--- config.mk ---
export PLATFORM = sky130hd
export DESIGN_NAME = asg_keystream
export DESIGN_NICKNAME = d
export VERILOG_FILES = /design/src/rtl/asg_pkg.sv /design/src/rtl/asg_lfsr_cell.sv /design/src/rtl/asg_steer.sv /design/src/rtl/asg_outreg.sv /design/src/rtl/asg_keystream.sv
export SDC_FILE = /design/constraint.sdc
export NUM_CORES = 1
export LEC_CHECK = 0
export BUFFER_PORTS_ARGS = -buffer_cell sky130_fd_sc_hd__buf_2
export CORE_MARGIN = 2
export CORE_UTILIZATION = 35
export CTS_BUF_LIST = sky130_fd_sc_hd__clkbuf_16
export CTS_CLUSTER_DIAMETER = 80
export DETAILED_ROUTE_END_ITERATION = 8
export PLACE_DENSITY = 0.61
export SYNTH_ARGS = -nofsm -noshare
export SYNTH_HDL_FRONTEND = slang
export SYNTH_HIERARCHICAL = 1
export SYNTH_SLANG_ARGS = --single-unit
export TNS_END_PERCENT = 1
--- constraint.sdc ---
create_clock -name clk -period 1.4 [get_ports clk]
set_clock_uncertainty 0.1 [all_clocks]
set_input_delay 0.21 -clock clk [delete_from_list [all_inputs] [get_ports clk]]
set_output_delay 0.21 -clock clk [all_outputs]
set_load 0.005 [all_outputs]
--- src/rtl/asg_pkg.sv ---
package asg_pkg;
  // Exponent k of a primitive trinomial x^n + x^k + 1 for length n; 0 = unsupported.
  function automatic int trinomial_tap(input int len);
    case (len)
      3:  return 2;
      4:  return 3;
      5:  return 3;
      6:  return 5;
      7:  return 6;
      9:  return 5;
      10: return 7;
      11: return 9;
      15: return 14;
      17: return 14;
      18: return 11;
      default: return 0;
    endcase
  endfunction
endpackage

--- src/rtl/asg_lfsr_cell.sv ---
module asg_lfsr_cell #(
  parameter int LEN = 5
) (
  input  logic           clk,
  input  logic           rst,
  input  logic           load,
  input  logic [LEN-1:0] seed,
  input  logic           adv,
  output logic [LEN-1:0] state,
  output logic [LEN-1:0] state_nxt
);
  import asg_pkg::*;
  localparam int TAP = trinomial_tap(LEN);
  localparam logic [LEN-1:0] ONE = {{(LEN-1){1'b0}}, 1'b1};

  generate
    if (TAP == 0) begin : g_bad_len
      $error("asg_lfsr_cell: no primitive trinomial for this length");
    end
  endgenerate

  function automatic logic [LEN-1:0] shift_once(input logic [LEN-1:0] s);
    return {s[0] ^ s[TAP], s[LEN-1:1]};
  endfunction

  function automatic logic [LEN-1:0] fix_seed(input logic [LEN-1:0] s);
    return (s == '0) ? ONE : s;
  endfunction

  assign state_nxt = shift_once(state);

  always_ff @(posedge clk) begin
    if (rst)       state <= ONE;
    else if (load) state <= fix_seed(seed);
    else if (adv)  state <= state_nxt;
  end
endmodule

--- src/rtl/asg_steer.sv ---
module asg_steer (
  input  logic load,
  input  logic step_en,
  input  logic ctl_bit,
  output logic adv_ctl,
  output logic adv_a,
  output logic adv_b
);
  assign adv_ctl = step_en & ~load;
  assign adv_a   = adv_ctl & ctl_bit;
  assign adv_b   = adv_ctl & ~ctl_bit;
endmodule

--- src/rtl/asg_outreg.sv ---
module asg_outreg (
  input  logic clk,
  input  logic rst,
  input  logic fire,
  input  logic a_post,
  input  logic b_post,
  output logic ks_bit,
  output logic ks_valid
);
  always_ff @(posedge clk) begin
    if (rst) begin
      ks_bit   <= 1'b0;
      ks_valid <= 1'b0;
    end else begin
      ks_valid <= fire;
      if (fire) ks_bit <= a_post ^ b_post;
    end
  end
endmodule

--- src/rtl/asg_keystream.sv ---
module asg_keystream #(
  parameter int LEN_CTL = 5,
  parameter int LEN_A   = 7,
  parameter int LEN_B   = 9
) (
  input  logic               clk,
  input  logic               rst,
  input  logic               load,
  input  logic [LEN_CTL-1:0] seed_ctl,
  input  logic [LEN_A-1:0]   seed_a,
  input  logic [LEN_B-1:0]   seed_b,
  input  logic               step_en,
  output logic               ks_bit,
  output logic               ks_valid
);
  generate
    if (LEN_CTL == LEN_A || LEN_CTL == LEN_B || LEN_A == LEN_B) begin : g_len_clash
      $error("asg_keystream: register lengths must all differ");
    end
  endgenerate

  logic [LEN_CTL-1:0] ctl_state, ctl_nxt;
  logic [LEN_A-1:0]   a_state, a_nxt;
  logic [LEN_B-1:0]   b_state, b_nxt;
  logic adv_ctl, adv_a, adv_b;
  logic ctl_bit, a_post, b_post;

  assign ctl_bit = ctl_state[0];

  asg_steer steer_i (
    .load(load), .step_en(step_en), .ctl_bit(ctl_bit),
    .adv_ctl(adv_ctl), .adv_a(adv_a), .adv_b(adv_b)
  );

  asg_lfsr_cell #(.LEN(LEN_CTL)) ctl_i (
    .clk(clk), .rst(rst), .load(load), .seed(seed_ctl), .adv(adv_ctl),
    .state(ctl_state), .state_nxt(ctl_nxt)
  );

  asg_lfsr_cell #(.LEN(LEN_A)) a_i (
    .clk(clk), .rst(rst), .load(load), .seed(seed_a), .adv(adv_a),
    .state(a_state), .state_nxt(a_nxt)
  );

  asg_lfsr_cell #(.LEN(LEN_B)) b_i (
    .clk(clk), .rst(rst), .load(load), .seed(seed_b), .adv(adv_b),
    .state(b_state), .state_nxt(b_nxt)
  );

  assign a_post = adv_a ? a_nxt[0] : a_state[0];
  assign b_post = adv_b ? b_nxt[0] : b_state[0];

  asg_outreg out_i (
    .clk(clk), .rst(rst), .fire(adv_ctl), .a_post(a_post), .b_post(b_post),
    .ks_bit(ks_bit), .ks_valid(ks_valid)
  );
endmodule

==> flow_summary.ini, run 1 <==
[worst_setup_path]
crit_type = reg -> reg
cp_slowest_cell = dfxtp_4
cpPeakStageDelay_ns = 0.35
crit_path_end_kind = flip-flop
critical_path_required_ns = 1.45
arrival_ns = 1.51
startpoint_type = flip-flop
cp_cell_sequence = nor3b_4 -> buf_6 -> mux2_4 -> mux2i_1 -> nor2_1
critPathMaxFanout = 5

[sta]
finalCriticalPeriod_ns = 1.47
tightest_slew_ns = 0.279
hold_viol_final = 0
fmax_mhz = 683
fin_ws_ns = -0.0652
slew_headroom_pct = 81.2
post-route-period-util_pct = 105
rsz0062_at_grt = yes
maxSlewViolCount = 0
setup_viol = 11

[placed_design]
io_buffers = 26
place_inst = 198
dp_hpwl_um = 2050
finalWeightedCongestion = 0.743

[die]
dieArea_um2 = 4130
initial_utilization_pct = 37.2
die_y_um = 64.2
rows = 21
core_area_um2 = 3420
io_pins = 27
die_w_um = 64.2

[power_and_ir_drop]
p_clk_share_pct = 37.7
seqPwrFrac_pct = 44.8
ir_drop_mv = 0.588
total_power_mw = 1.63
power.density_nw_per_um2 = 1020
swShare_pct = 23.7
p_comb_share_pct = 17.5
switchingPower_mw = 0.387
p_leak_nw = 0.721
internal_power_mw = 1.25

[clock_tree]
clkTransAtPathRegs_ns = 0.06
cts_root_buf = clkbuf_16
cts_made_buffers = 3
insertion_delay_ns = 0.26
clock_sinks = 23
hold_buffers = 0
cts_tree = built
clock_path_buffers = 2
htreeDepth = 1

[synthesis]
syn_nets = 149
mappedNetlistArea_um2 = 1270
synth_warnings = 6
synth_area_per_cell_um2 = 10.2
syn-instance-count = 124

[drt]
vias = 989
antenna_left = 0
totalWireLength_um = 2660
via_per_inst = 4.85
drtPass1Iterations = 4
first_iter_violations = 22
route.detailed.drc = 0
wire_per_inst_um = 13.0

[min_path]
worstHoldPathType = in -> reg

[grt]
grtUsageMet3_pct = 5.11
antenna_found_initial = 0
grt_pass1_vias = 984
grt_pass1_wl_um = 4380
top_usage_layer = met2
use_met2_pct = 22.9
use_met1_pct = 15.8
grt_use_total_pct = 13.7
overflow = 0
grt_max_degree = 20

[layout]
finalNetCount = 184
finalNonFillerCells = 204
drive_above_1_share_pct = 39.2
area_growth_syn_to_layout_pct = 25.5
n_antenna_cell = 0
nFillCells = 342
fin_util_pct = 46.7

[run]
cap_violations = 0

[outcome]
violations = setup timing
status = finished, violations left
==> power groups by stage <==
stage	Combinational, mW	Sequential, mW	Clock (mW)
detailed placement	0.277	0.748	0
floorplan	0.192	0.738	0
global placement	0.269	0.745	0
global route	0.310	0.738	0.658
CTS	0.287	0.733	0.636
finish	0.285	0.732	0.615
==> metrics by stage <==
step / worst slack [ns] / hold slack (ns) / instance area (µm²) / TNS [ns]
final: -0.0652 / 0.0702 / 1590 / -0.434
after global routing: -0.158 / 0.0921 / 1590 / -1.46
after CTS: -0.0756 / 0.0671 / 1590 / -0.488
after detailed placement: -0.118 / 0.334 / 1480 / -1.11
after global placement: -0.0726 / 0.332 / 1480 / -0.679
after floorplan: -0.0348 / 0.175 / 1280 / -0.209
==> path summary, 6_finish.rpt <==
path | end | startpoint | slack [ns] | depth (start not counted)
setup / recovery | b_i/state[4]$_SDFFE_PP0P_ | ctl_i/state[0]$_SDFFE_PP1P_ | -0.07 | 5
hold / removal | a_i/state[0]$_SDFFE_PP1P_ | seed_a[0] | 0.07 | 3
setup reg to reg | b_i/state[4]$_SDFFE_PP0P_ | ctl_i/state[0]$_SDFFE_PP1P_ | -0.07 | 5
hold reg to reg | out_i/ks_bit$_SDFFE_PP0P_ | out_i/ks_bit$_SDFFE_PP0P_ | 0.43 | 2
==> cells in the final DEF (no fill, tap or decap), types with 2 or more instances in the layout <==
cell / n
buf_2: 26
dfxtp_1: 22
mux2i_1: 17
nor2_1: 17
mux2_4: 13
buf_4: 10
nor2b_1: 6
inv_1: 4
a211oi_1: 4
nor3_1: 3
nand2_1: 3
a21oi_1: 3
buf_6: 3
clkbuf_16: 3
o211ai_1: 2
xnor2_1: 2
xor2_1: 2
nor3b_1: 2
==> worst max-delay path, delay by kind of cell, from the launching register on <==
family,cells,cell delay [ns]
buffers and inverters,1,0.17
DFF,1,0.35
muxes,2,0.43
and+or+nand+nor,2,0.31
==> layout make-up <==
| cell class | instances | area [µm²] | area share (%) |
|---|---|---|---|
| multi-input combinational | 89 | 743 | 46.6 |
| sequential | 23 | 464 | 29.1 |
| timing repair buffer | 39 | 239 | 15.0 |
| clock buffer | 3 | 75.1 | 4.71 |
| tap | 46 | 57.6 | 3.61 |
| inverter | 3 | 11.3 | 0.706 |
| clock inverter | 1 | 3.75 | 0.235 |
==> timing repair <==
item,CTS,global route
pin swaps,1,2
setup endpoints to repair,13,14
hold endpoints to repair,0,0
buffers inserted,2,0
gates resized for setup,6,0
==> sequential cells by signal, summed over array words and instances (netlist names) <==
register and cells:
out_i/ks_bit 1, ctl_i/state 5, out_i/ks_valid 1, a_i/state 7, b_i/state 9
==> layer usage <==
layer | vias up | part of all wire (%) | wire, µm
li1 | 503 | - | -
met1 | 460 | 45 | 1180
met2 | 22 | 48 | 1290
met3 | 4 | 5.3 | 142
met4 | 0 | 1.7 | 46
met5 | - | 0 | 0
No activity file was read; power rests on OpenSTA's default activity.
==> run 2: changes to the inputs <==
--- a/config.mk
+++ b/config.mk
@@ -5,6 +5,7 @@
 export SDC_FILE = /design/constraint.sdc
 export NUM_CORES = 1
 export LEC_CHECK = 0
+export ABC_AREA = 1
 export BUFFER_PORTS_ARGS = -buffer_cell sky130_fd_sc_hd__buf_2
 export CORE_MARGIN = 2
 export CORE_UTILIZATION = 35
==> run 2 against run 1 <==
  * The run now ends clean
  * Clock power about the same
  * Sequential share of layout area up 0.64 points
  * Hold slack better by 0.044 ns
  * Clock-buffer cell count unchanged
  * Critical path depth up 4
  * Total power down 2.5%
  * Synthesized cell count up 66%
==> flow_summary.ini, run 2 <==
[layout]
area_growth_syn_to_layout_pct = 21.3
final_cell_mix = nand2_1, inv_1, buf_2, dfxtp_1, nor2_1
final_common_cell = nand2_1
finalNonFillerCells = 282
stdcell_area_um2 = 1550
top_register = b_i/state
largest_registers = b_i/state x9, a_i/state x7, ctl_i/state x5
n_antenna_cell = 0
drive_above_1_share_pct = 20.8
fin_util_pct = 45.4
finalNetCount = 262
nFillCells = 373
largest_reg_flops = 9

[worst_setup_path]
critPathBufInv = 4
cp_cell_sequence = inv_1 -> nor2_2 -> buf_6 -> inv_1 -> nor2_4 -> nand2_1 -> nand3_1 -> nand2_1 -> inv_1
critPathMostFrequentCell = inv_1
cp_slowest_cell = dfxtp_2
arrival_ns = 1.36
cpPeakStageDelay_ns = 0.36
critical_path.top_delay_family = simple AND/OR/NAND/NOR gates
startpoint_type = flip-flop
crit_type = reg -> reg
critPathMaxFanout = 6
critical_path_required_ns = 1.51
crit_path_end_kind = flip-flop

[sta]
fmax_mhz = 796
finalCriticalPeriod_ns = 1.26
setup_viol = 0
tightest_slew_ns = 0.323
post-route-period-util_pct = 89.7
hold_viol_final = 0
maxSlewViolCount = 0
tns_ns = 0
slew_headroom_pct = 78.4

[placed_design]
io_buffers = 26
postPlaceCellArea_um2 = 1460
dp_hpwl_um = 1980
place_inst = 278
finalWeightedCongestion = 0.773

[outcome]
status = finished, final reports clean

[drt]
route.detailed.drc = 0
wire_per_inst_um = 9.10
antenna_left = 0
first_iter_violations = 46
totalWireLength_um = 2570
drtPass1Iterations = 4
vias = 1241
via_per_inst = 4.40

[clock_tree]
clock_path_buffers = 2
insertion_delay_ns = 0.26
clock_sinks = 23
clkTransAtPathRegs_ns = 0.06
cts_made_buffers = 3
htreeDepth = 1
cts_tree = built
hold_buffers = 0
cts_root_buf = clkbuf_16

[grt]
grt_pass1_wl_um = 4510
grt_max_degree = 14
grt_use_total_pct = 13.7
overflow = 0
grt_pass1_vias = 1118
antenna_found_initial = 0

[die]
io_pins = 27
initial_utilization_pct = 37.4
die_y_um = 64.4
dieArea_um2 = 4150
core_area_um2 = 3420
die_w_um = 64.4
rows = 21

[power_and_ir_drop]
power.density_nw_per_um2 = 1030
ir_drop_mv = 0.346
total_power_mw = 1.59
p_leak_nw = 0.845

[synthesis]
synth_warnings = 6
synth_area_per_cell_um2 = 6.21
mappedNetlistArea_um2 = 1280
syn_nets = 231
syn-instance-count = 206

[run]
cap_violations = 0

[min_path]
worstHoldPathType = in -> reg
run 2: stage by stage:
stage / hold slack (ns) / setup slack (ns)
4_1_cts: 0.117 / 0.0846
3_5_place_dp: 0.365 / 0.0189
6_report: 0.114 / 0.144
5_1_grt: 0.131 / -0.000423
2_1_floorplan: 0.179 / 0.127
3_3_place_gp: 0.367 / 0.0644
run 2: area by class of cell:
cell class	count	area [µm²]	area share, %
Multi-Input combinational cell	138	631	40.6
Clock inverter	1	5.00	0.323
Sequential cell	23	462	29.8
Inverter	40	150	9.68
Timing Repair Buffer	31	171	11.0
Tap cell	46	57.6	3.71
Clock buffer	3	75.1	4.84
run 2: worst register-to-register path, delay by kind of cell (launching register included):
kind | cells | cell delay, ns
flip-flops | 1 | 0.36
AND/OR/NAND/NOR | 5 | 0.48
buffers and inverters | 4 | 0.27
run 2: what timing repair did:
action | in CTS | in global routing
setup buffers | 0 | 0
endpoints found under the setup margin | 0 | 7
resized for setup | 0 | 4
run 2: path summary, 6_finish.rpt:
kind / from / endpoint / slack, ns / cells after the start
setup / recovery: ctl_i/state[0]$_SDFFE_PP1P_ / a_i/state[5]$_SDFFE_PP0P_ / 0.14 / 9
setup reg to reg: ctl_i/state[0]$_SDFFE_PP1P_ / a_i/state[5]$_SDFFE_PP0P_ / 0.14 / 9
hold / removal: seed_b[4] / b_i/state[4]$_SDFFE_PP0P_ / 0.11 / 3
hold reg to reg: b_i/state[8]$_SDFFE_PP0P_ / b_i/state[7]$_SDFFE_PP0P_ / 0.38 / 2
run 2: metal layers:
layer  track usage [%]  part of all wire [%]  vias up
met5                 0                     0        -
met4              6.38                   1.8        0
met3              2.60                   3.9        5
met2              24.6                    45       21
met1              15.6                    49      530
li1                  -                     -      685
run 2: where the power goes:
part / total (mW) / internal, mW / switching (mW)
sequential: 0.727 / 0.699 / 0.0281
clock: 0.616 / 0.384 / 0.232
combinational: 0.249 / 0.107 / 0.142
total: 1.59 / 1.19 / 0.402
==> run 3: changes to the inputs <==
--- a/config.mk
+++ b/config.mk
@@ -9,7 +9,6 @@
 export BUFFER_PORTS_ARGS = -buffer_cell sky130_fd_sc_hd__buf_2
 export CORE_MARGIN = 2
 export CORE_UTILIZATION = 35
-export CTS_BUF_LIST = sky130_fd_sc_hd__clkbuf_16
 export CTS_CLUSTER_DIAMETER = 80
 export DETAILED_ROUTE_END_ITERATION = 8
 export PLACE_DENSITY = 0.61
==> run 3 against run 2 <==
  * Worst setup slack lost 0.045 ns
  * Via count is 1.9% lower
  * Final cell count unchanged
  * Total power decreased by 20%
  * Clock power down 50%
  * Sequential cell count did not move
  * Non-clock buffer count unchanged
  * First-iteration DRC count shrank 15%
  * Register-to-register slack lost 0.05 ns
  * Hold slack lost 0.065 ns
  * Routed wire length shrank 2.0%
  * Largest power group unchanged
==> flow_summary.ini, run 3 (same netlist as run 2, synthesis figures left out) <==
[grt]
grt_pass1_vias = 1080
grt_pass1_wl_um = 4400
grt_use_total_pct = 13.3
antenna_found_initial = 0
grt_max_degree = 14
overflow = 0

[layout]
largest_registers = b_i/state x9, a_i/state x7, ctl_i/state x5
finalNonFillerCells = 282
top_register = b_i/state
nFillCells = 385
largest_reg_flops = 9
final_cell_mix = nand2_1, inv_1, buf_2, dfxtp_1, nor2_1
final_common_cell = nand2_1
area_growth_syn_to_layout_pct = 16.5
finalNetCount = 262
n_antenna_cell = 0
drive_above_1_share_pct = 19.9

[drt]
drtPass1Iterations = 4
wire_per_inst_um = 8.92
totalWireLength_um = 2520
via_per_inst = 4.32
route.detailed.drc = 0
vias = 1217
antenna_left = 0
first_iter_violations = 39

[sta]
tightest_slew_ns = 0.367
hold_slack_ns = 0.0494
setup_viol = 0
hold_viol_final = 0
post-route-period-util_pct = 93.0
slew_headroom_pct = 75.4
rsz0062_at_grt = yes
fmax_mhz = 768
maxSlewViolCount = 0
finalCriticalPeriod_ns = 1.30
fin_ws_ns = 0.0983
tns_ns = 0

[die]
core_area_um2 = 3420
io_pins = 27
dieArea_um2 = 4150
die_w_um = 64.4
initial_utilization_pct = 37.4
die_y_um = 64.4
rows = 21

[placed_design]
io_buffers = 26
place_ws_ns = 0.0189
place_inst = 278
finalWeightedCongestion = 0.773
dp_hpwl_um = 1980

[worst_setup_path]
r2r_end = b_i/state[6]$_SDFFE_PP0P_
rr_worst_depth = 6
rr_startpoint = ctl_i/state[0]$_SDFFE_PP1P_
critPathBufInv = 2
arrival_ns = 1.42
crit_path_end_kind = flip-flop
critical_path_required_ns = 1.52
cp_cell_sequence = nor2_1 -> nor2_2 -> inv_2 -> o211ai_2 -> nand2_1 -> inv_1
critical_path.top_delay_family = simple AND/OR/NAND/NOR gates
reg2reg_setup_slack_ns = 0.1
startpoint_type = flip-flop
cp_slowest_cell = dfxtp_2
crit_type = reg -> reg
cpPeakStageDelay_ns = 0.36
critPathMaxFanout = 6

[clock_tree]
clkTransAtPathRegs_ns = 0.12
cts_tree = built
clock_sinks = 23
insertion_delay_ns = 0.31
clock_path_buffers = 2
htreeDepth = 1
cts_root_buf = clkbuf_4
cts_made_buffers = 3

[outcome]
status = finished, final reports clean

[min_path]
worstHoldStart = seed_b[4]
hold_end = b_i/state[4]$_SDFFE_PP0P_
whs_path_depth = 3
worstHoldPathType = in -> reg

[run]
cap_violations = 0

[power_and_ir_drop]
ir_drop_mv = 0.370
p_leak_nw = 0.822
power.density_nw_per_um2 = 859
[run 3: cell counts in the layout (fill, tap and decap cells not counted)]
No cell type changed its count.
[run 3: where the power goes]
part           switching (mW)  total [mW]  internal, mW
Sequential             0.0274       0.726         0.699
Clock                   0.202       0.308         0.107
Combinational           0.141       0.246         0.105
[run 3: how the worst max path moves through the flow]
stage,from,endpoint,slack [ns],depth (start not counted)
3_3_place_gp,load,b_i/state[6]$_SDFFE_PP0P_,0.06,9
3_5_place_dp,load,b_i/state[6]$_SDFFE_PP0P_,0.02,9
2_1_floorplan,ctl_i/state[0]$_SDFFE_PP1P_,a_i/state[6]$_SDFFE_PP0P_,0.13,6
5_1_grt,ctl_i/state[0]$_SDFFE_PP1P_,b_i/state[6]$_SDFFE_PP0P_,-0.02,7
6_report,ctl_i/state[0]$_SDFFE_PP1P_,b_i/state[6]$_SDFFE_PP0P_,0.1,6
4_1_cts,ctl_i/state[0]$_SDFFE_PP1P_,b_i/state[6]$_SDFFE_PP0P_,0.09,6
[run 3: area by class of cell]
type                       instances  area (µm²)  share of cell area, %
multi-input combinational        138         626                   42.0
sequential                        23         462                   31.0
timing repair buffer              31         168                   11.3
inverter                          40         150                   10.1
tap                               46        57.6                   3.86
clock buffer                       3        22.5                   1.51
clock inverter                     1        5.00                  0.336
[run 3: what timing repair did]
action                                  4_1_cts  5_1_grt
endpoints found under the setup margin        0        7
buffers inserted                              0        0
hold buffers                                  0        0
gates resized for setup                       0        1
[run 3: per-stage QoR]
stage          power (mW)  util (%)  area (µm²)
3_3_place_gp        0.988      42.8        1460
4_1_cts              1.30      43.6        1490
2_1_floorplan       0.906         -        1280
6_report             1.28      43.6        1490
5_1_grt              1.37      43.6        1490
3_5_place_dp        0.989      42.8        1460
[run 3: per-layer routing]
layer	part of all wire (%)	wire length, µm	track usage [%]	up-vias
li1	-	-	-	684
met3	2.9	72	2.08	2
met2	44	1110	23.0	12
met4	0.87	22	5.59	0
met1	52	1310	16.3	519
met5	0	0	0	-
[run 3: worst min-delay path: cells and delay by family]
family / cells / cell delay [ns]
AO/OA/AOI/OAI: 1 / 0.05
AND/OR/NAND/NOR: 1 / 0.05
buffers and inverters: 1 / 0.10
